## src/rtl/fir3_shared_tr.sv

```systemverilog
module fir3_shared_tr #(
  parameter int DW        = 12,
  parameter bit DROP_FRAC = 1'b0
) (
  input  logic                 clk,
  input  logic                 rst,
  input  logic                 in_vld,
  input  logic signed [DW-1:0] x,
  output logic                 out_vld,
  output logic signed [(DROP_FRAC ? DW+2 : DW+10)-1:0] y
);
  localparam int FRAC = 8;
  localparam int AW   = DW + FRAC + 2;
  localparam int YW   = DROP_FRAC ? AW - FRAC : AW;

  logic signed [AW-1:0] xe, x2, tap0, tap1, tap2;
  logic signed [AW-1:0] r1, r2, acc_q;

  // input widened with 8 fractional bits so every right shift is exact
  assign xe   = {{2{x[DW-1]}}, x, {FRAC{1'b0}}};
  // shared term, formed once per sample
  assign x2   = xe + (xe >>> 3) + (xe >>> 6);
  assign tap0 = (xe >>> 3) + (xe >>> 5) + (xe >>> 7) + (xe >>> 8);
  assign tap1 = (x2 >>> 1) + (xe >>> 5);
  assign tap2 = (x2 >>> 1) + (xe >>> 2);

  always_ff @(posedge clk) begin
    if (rst) begin
      r1      <= '0;
      r2      <= '0;
      acc_q   <= '0;
      out_vld <= 1'b0;
    end else begin
      out_vld <= in_vld;
      if (in_vld) begin
        r2    <= tap2;
        r1    <= tap1 + r2;
        acc_q <= tap0 + r1;
      end
    end
  end

  assign y = acc_q[AW-1 -: YW];

  // ---------------- assertions ----------------
  logic       rst_q;
  logic [1:0] zrun;

  always_ff @(posedge clk) begin
    rst_q <= rst;
    if (rst)                zrun <= 2'd0;
    else if (in_vld)        zrun <= (x != '0) ? 2'd0 : ((zrun == 2'd3) ? 2'd3 : zrun + 2'd1);
  end

  always_comb begin
    if (rst_q) p_reset_clear_r1: assert (acc_q == '0 && r1 == '0 && r2 == '0 && !out_vld);
  end

  p_idle_hold_r5: assert property (@(posedge clk) disable iff (rst)
    !in_vld |=> ($stable(acc_q) && $stable(r1) && $stable(r2) && !out_vld));

  p_valid_follow_r6: assert property (@(posedge clk) disable iff (rst)
    in_vld |=> out_vld);

  p_zero_flush_r9: assert property (@(posedge clk) disable iff (rst)
    (zrun == 2'd3) |-> (acc_q == '0));

endmodule

```

## config.mk

```make
export PLATFORM = sky130hd
export DESIGN_NAME = fir3_shared_tr
export DESIGN_NICKNAME = d
export VERILOG_FILES = /design/src/rtl/fir3_shared_tr.sv
export SDC_FILE = /design/constraint.sdc
export NUM_CORES = 1
export LEC_CHECK = 0
export CORE_ASPECT_RATIO = 1.4
export CORE_UTILIZATION = 45
export CTS_BUF_LIST = sky130_fd_sc_hd__clkbuf_8 sky130_fd_sc_hd__clkbuf_16
export DETAILED_ROUTE_END_ITERATION = 10
export PLACE_DENSITY = 0.67
export REMOVE_ABC_BUFFERS = 1
export SYNTH_ARGS = -nofsm -noshare
export SYNTH_HDL_FRONTEND = slang
export SYNTH_SLANG_ARGS = --single-unit
```

## constraint.sdc

```tcl
create_clock -name clk -period 6.9 [get_ports clk]
set_input_delay 1.38 -clock clk [delete_from_list [all_inputs] [get_ports clk]]
set_output_delay 1.38 -clock clk [all_outputs]
set_load 0.01 [all_outputs]
```

==> out/metrics.cfg, run 1 <==
[floorplanning]
coreArea_mm2 = 0.0150
ios = 38
rows = 53
die_w_um = 107
initial_utilization = 0.459
dieArea_mm2 = 0.0158
fp.dieH_um = 148

[setup_path]
r2r_start = r1[2]
r2r_slack_ps = 3440
regToRegEndpoint = y[19]
ff2ff_path_depth = 11
cp-end-kind = register
crit_type = in -> reg
crit_path_start_kind = input port
crit_arrival_ps = 6520
path_max_fanout = 5
required_ps = 7120

[global_routing]
grt_pass1_wl_mm = 26.2
grt_pass1_vias = 5401
grt_max_degree = 58
antenna_found_initial = 0
grt_usage = 0.209
grt.overflow.total = 0

[job]
maxCapViolations = 0

[yosys]
yosys-top-cells-count = inv_1 (94), ha_1 (91), nor2_1 (67)
yosysMostFrequentCell = inv_1
synth-seq-area-share = 0.186
ys_ff_latch = 64
synth_ff_type = dfxtp_1
synthCells = 772
synth-edff-count = 0
ys_types = 65
yosys.area.top_type_share = 0.186
async_flop_share = 0
ys_warn_count = 0
yosysTopAreaCell = dfxtp_1
synthTopCellsByArea = dfxtp_1 (19%), fa_1 (17%), ha_1 (17%), inv_1 (5.1%), xnor2_1 (5.0%)
syn_area_mm2 = 0.00688
avgSynthCellArea_um2 = 8.91

[min_path]
hold_path_end = y[12]
min-delay-start = y[12]
worstHoldPathType = reg -> reg
whs_path_depth = 2

[clock_tree]
htreeDepth = 3
clock_sinks = 64
cts_setup_buffers = 0
cts_resized = 0
clock_path_buffers = 2
worstSkewPairLatency_ps = 330
clk_pin_slew_ps = 60
cts-root-buf = clkbuf_16
numCtsBuffers = 9
cts_tree = done
ctsHoldBuffers = 0

[power]
p_leak_nw = 3.63
irDropWorstVdd_v = 0.000166
power_density_mw_per_mm2 = 396
fin_total_pwr_w = 0.00309

[route]
wl_per_cell_um = 15.3
dr.pass1.iters = 4
dr_total_vias = 5464
postRouteAntennaNets = 0
routed_via_density = 5.39
first_iter_violations = 249
drc = 0
totalWireLength_mm = 15.5

[timing]
fin_crit_sh = 0.913
slew_violations = 0
max_freq_mhz = 159
max_slew_margin = 0.448
worst_pin_slew_ps = 828
skew_ps = 7.11
finalSetupViolCount = 0
hold_ws_ps = 451
setup_tns_ps = 0
rsz0062_at_grt = no
hold_violations = 0
post-route-min-period_ps = 6300

[outcome]
status = completed

[cells_and_area]
drive_above_1_share = 0.0536
syn_to_final_growth_pct = 13.4
diodes = 0
layout.nets = 981
filler_cell_count = 1419
finalCoreUtilization = 0.521
final_cell_area_mm2 = 0.00780

[placed_design]
place.gp.congestion = 0.870
dp_hpwl_mm = 12.2
io_buffers = 37
dpl_cell_area_mm2 = 0.00750

-- per-stage QoR --
stage               setup WS [ps]  std cells
finish                        597       1013
global route                  269       1013
CTS                           611       1013
detailed placement            291        997
global placement              354        997
floorplan                    1350        749
-- power by group --
part / total (W) / internal [W] / switching [W]
Combinational: 0.00209 / 0.000942 / 0.00114
Clock: 0.000466 / 0.000288 / 0.000179
Sequential: 0.000536 / 0.000476 / 0.0000600
-- worst max-delay path: stages --
cell,delay (ps)
clkdlybuf4s50_1,700
fa_1,500
ha_1,340
o21ai_0,290
o21ai_2,110
a31oi_1,320
o21bai_1,100
a21oi_1,180
xnor2_1,180
inv_1,90
fa_1,480
inv_1,40
ha_1,350
and4_1,200
and2_1,190
a221oi_1,340
a21boi_1,130
o21ai_0,260
nand3_1,110
a32o_1,240
-- worst max-delay path by stage --
stage / start / endpoint / slack, ps
3_5_place_dp: x[3] / r1[19] / 290
5_1_grt: x[3] / r1[21] / 270
3_3_place_gp: x[3] / r1[19] / 350
4_1_cts: x[3] / r1[21] / 610
2_1_floorplan: x[0] / r1[21] / 1350
6_report: x[3] / r1[19] / 600
-- layout by cell type (no fill, tap or decap), drive strengths merged, types with 3 or more instances in the layout --
cell / synthesis / layout
clkdlybuf4s50: 0 / 35
ha: 91 / 91
a22o: 5 / 5
nand2b: 4 / 4
a211o: 3 / 3
a31oi: 5 / 5
buf: 10 / 21
o31a: 3 / 3
nand3: 12 / 12
clkinv: 0 / 3
and2: 3 / 3
nand4: 4 / 4
nor2: 67 / 67
clkbuf: 12 / 10
o31ai: 3 / 3
o21ai: 49 / 49
o211ai: 3 / 3
nor3b: 4 / 4
nand2: 33 / 33
xnor2: 39 / 39
or2: 4 / 4
nor2b: 4 / 4
and3: 3 / 3
a211oi: 13 / 13
nor3: 12 / 12
a21o: 16 / 16
mux2i: 32 / 32
o41ai: 3 / 3
o21bai: 11 / 11
fa: 59 / 59
o21a: 7 / 7
or3: 3 / 3
and4: 3 / 3
inv: 94 / 95
a21oi: 52 / 52
dfxtp: 64 / 64
xor2: 13 / 13
-- area by class of cell --
| cell class | instances | area [um^2] | share of cell area |
|---|---|---|---|
| multi-input cells | 591 | 5130 | 0.657 |
| flip-flops and latches | 64 | 1280 | 0.164 |
| inverters | 94 | 353 | 0.0452 |
| clock inverters | 6 | 60.1 | 0.00770 |
| clock buffers | 10 | 239 | 0.0306 |
| well taps | 192 | 240 | 0.0308 |
| repair buffers | 56 | 503 | 0.0645 |
-- per-layer routing --
| metal | GRT usage | share of wire |
|---|---|---|
| met3 | 0.0285 | 0.024 |
| met1 | 0.254 | 0.44 |
| met4 | 0.0548 | 0.016 |
| met2 | 0.385 | 0.53 |
| met5 | 0 | 0 |
-- registers in the layout, summed over array words and instances (netlist names) --
name / flops
r1: 21
r2: 21
y: 21
out_vld: 1
-- cells by family (layout without fill, tap and decap cells) --
group,Yosys count,count (layout),share of synthesized area
buf+inv,117,166,0.0686
mux,33,33,0.0487
compound gates,192,192,0.180
simple gates,164,164,0.113
fa+ha+maj,150,150,0.337
xor+xnor,52,52,0.0662
flops,64,64,0.186
Power figures use the tool's default switching activity.
==> run 2, diff against run 1 <==
CTS_CLUSTER_DIAMETER = 80   (was unset)
SLEW_MARGIN = 20   (was unset)
==> results of run 2 <==
Same layout as run 1: the final DEF is identical, and so are final timing and power.
==> run 3, diff against run 2 <==
CORE_UTILIZATION = 52   (was 45)
PLACE_DENSITY = 0.75   (was 0.67)
==> run 3 against run 2 <==
Net effect:
- power is 2.8% higher
- global-route usage is 3.9 points higher
- utilization is 8.2 points higher
- sequential cell count stayed put
- via count is 4.3% higher
- non-clock buffer count is 2 lower
- sequential share of layout area is 0.087 points higher
- final cell count is 4.0% lower
- first-iteration DRC count is 13% higher
- clock power is 7.1% higher
- highest routed layer unchanged
==> out/metrics.cfg, run 3 (synthesis gave the netlist of run 1 again) <==
[timing]
finalSetupViolCount = 0  ; unchanged
fin_crit_sh = 0.924  ; was 0.913
worst_pin_slew_ps = 807  ; was 828 ps
hold_violations = 0  ; unchanged
setup_tns_ps = 0  ; unchanged
max_freq_mhz = 157  ; was 159 MHz
post-route-min-period_ps = 6380  ; was 6300 ps
slew_violations = 0  ; unchanged
skew_ps = 4.78  ; was 7.11 ps
rsz0062_at_grt = no  ; unchanged
max_slew_margin = 0.462  ; was 0.448
hold_ws_ps = 450  ; was 451 ps

[floorplanning]
die_w_um = 99.2  ; was 107 um
initial_utilization = 0.534  ; was 0.459
fp.dieH_um = 138  ; was 148 um
coreArea_mm2 = 0.0129  ; was 0.0150 mm^2
ios = 38  ; unchanged
rows = 49  ; was 53
dieArea_mm2 = 0.0137  ; was 0.0158 mm^2

[route]
drt-met1-wl_mm = 6.58  ; was 6.75 mm
wl_met2_mm = 8.43  ; was 8.14 mm
routed_via_density = 5.87  ; was 5.39
dr_total_vias = 5701  ; was 5464
wl_per_cell_um = 16.7  ; was 15.3 um
dr.max_layer_used = met4  ; unchanged
dr.pass1.iters = 5  ; was 4
postRouteAntennaNets = 0  ; unchanged
first_iter_violations = 281  ; was 249
route.met3.wl_um = 464  ; was 366 um
drc = 0  ; unchanged
totalWireLength_mm = 16.2  ; was 15.5 mm

[setup_path]
crit_chain = clkdlybuf4s50_1 -> ha_1 -> ha_1 -> inv_1 -> fa_1 -> nor2b_1 -> o31a_1 -> o21ai_0 -> nand2b_1 -> a21oi_1 -> o21bai_1 -> xnor2_1 -> fa_1 -> inv_1 -> ha_1 -> and4_1 -> and2_1 -> a221oi_1 -> a21boi_1 -> o21ai_0 -> nand3_1 -> a32o_1  ; was clkdlybuf4s50_1 -> fa_1 -> ha_1 -> o21ai_0 -> o21ai_2 -> a31oi_1 -> o21bai_1 -> a21oi_1 -> xnor2_1 -> inv_1 -> fa_1 -> inv_1 -> ha_1 -> and4_1 -> and2_1 -> a221oi_1 -> a21boi_1 -> o21ai_0 -> nand3_1 -> a32o_1
crit_arrival_ps = 6610  ; was 6520 ps
r2r_slack_ps = 3390  ; was 3440 ps
r2r_start = r1[2]  ; unchanged
regToRegEndpoint = y[19]  ; unchanged
crit_path_start_kind = input port  ; unchanged
path_max_fanout = 6  ; was 5
ff2ff_path_depth = 11  ; unchanged
critPathCapture = r1[19]  ; unchanged
required_ps = 7130  ; was 7120 ps
crit_type = in -> reg  ; unchanged
slowest_delay_ps = 620  ; was 700 ps
cp_common_cell = ha_1
cp-end-kind = register  ; unchanged
cp_slowest_cell = clkdlybuf4s50_1  ; unchanged
critPathLaunch = x[4]  ; was x[3]

[outcome]
status = completed  ; unchanged

[cells_and_area]
drive_above_1_share = 0.0525  ; was 0.0536
final_cell_area_mm2 = 0.00776  ; was 0.00780 mm^2
filler_cell_count = 1112  ; was 1419
diodes = 0  ; unchanged
most-common-layout-cells = inv_1 (94), ha_1 (91), nor2_1 (67)  ; was inv_1 (95), ha_1 (91), nor2_1 (67)
layout_commonest_cell = inv_1  ; unchanged
syn_to_final_growth_pct = 12.8  ; was 13.4%
layout.nets = 979  ; was 981

[global_routing]
grt_pass1_vias = 5790  ; was 5401
grt_pass1_wl_mm = 27.0  ; was 26.2 mm
grt_max_degree = 58  ; unchanged
grt_usage = 0.248  ; was 0.209
antenna_found_initial = 0  ; unchanged
grt.overflow.total = 0  ; unchanged

[clock_tree]
htreeDepth = 3  ; unchanged
ctsHoldBuffers = 0  ; unchanged
clock_sinks = 64  ; unchanged
cts_resized = 0  ; unchanged
cts_setup_buffers = 0  ; unchanged
clock_path_buffers = 2  ; unchanged
worstSkewPairLatency_ps = 330  ; about the same
cts_tree = done  ; unchanged
clk_pin_slew_ps = 60  ; about the same
cts-root-buf = clkbuf_16  ; unchanged
numCtsBuffers = 9  ; unchanged

[placed_design]
dp_hpwl_mm = 12.4  ; was 12.2 mm
place.gp.congestion = 0.929  ; was 0.870
io_buffers = 37  ; unchanged
dpl_cell_area_mm2 = 0.00744  ; was 0.00750 mm^2

[power]
irDropWorstVdd_v = 0.000195  ; was 0.000166 V
power_density_mw_per_mm2 = 409  ; was 396 mW/mm^2
p_leak_nw = 3.63  ; about the same

[job]
maxCapViolations = 0  ; unchanged

[min_path]
worstHoldPathType = reg -> reg  ; unchanged

## run 3: changes by cell type in the layout (fill, tap and decap cells not counted)
cell,delta
clkinv_2,+1
buf_4,-2
bufinv_16,+1
inv_1,-1
clkinv_4,-1
## run 3: worst min path at each step
stage	startpoint	endpoint	slack, ps	cells after the start
floorplan	r2[15]	r2[15]	430	2
global placement	y[12]	y[12]	440	2
detailed placement	y[15]	y[15]	440	2
CTS	r1[14]	r1[14]	450	2
global route	r1[14]	r1[14]	470	2
finish	r1[14]	r1[14]	450	2
## run 3: layer usage
| layer | vias up | global-route usage |
|---|---|---|
| li1 | 2761 | - |
| met1 | 2757 | 0.283 |
| met2 | 136 | 0.438 |
| met3 | 47 | 0.0313 |
| met4 | 0 | 0.148 |
| met5 | - | 0 |
## run 3: area by class of cell
type / instances / area, um^2 / share of cell area
Clock buffer: 10 / 239 / 0.0308
Clock inverter: 6 / 82.6 / 0.0106
Inverter: 94 / 353 / 0.0455
Multi-Input combinational cell: 591 / 5130 / 0.661
Sequential cell: 64 / 1280 / 0.165
Tap cell: 153 / 191 / 0.0247
Timing Repair Buffer: 54 / 488 / 0.0629
## run 3: power breakdown
part           internal, W  leakage, nW  switching (W)
Combinational     0.000949         2.94        0.00119
Sequential        0.000476        0.529      0.0000625
Clock             0.000324        0.158       0.000175
## run 3: worst max-delay path: cells and delay by family
family,cells,cell delay (ps)
fa+ha+maj,5,1880
compound gates,8,1610
simple gates,5,850
buf+inv,3,730
xor+xnor,1,150
## run 3: stage by stage
stage | power (W) | cells | setup slack, ps | utilization
3_3_place_gp | 0.00258 | 956 | 384 | 0.578
5_1_grt | 0.00345 | 972 | 256 | 0.603
4_1_cts | 0.00317 | 972 | 571 | 0.603
2_1_floorplan | 0.00214 | 749 | 1350 | -
3_5_place_dp | 0.00264 | 956 | 261 | 0.578
6_report | 0.00317 | 972 | 522 | 0.603
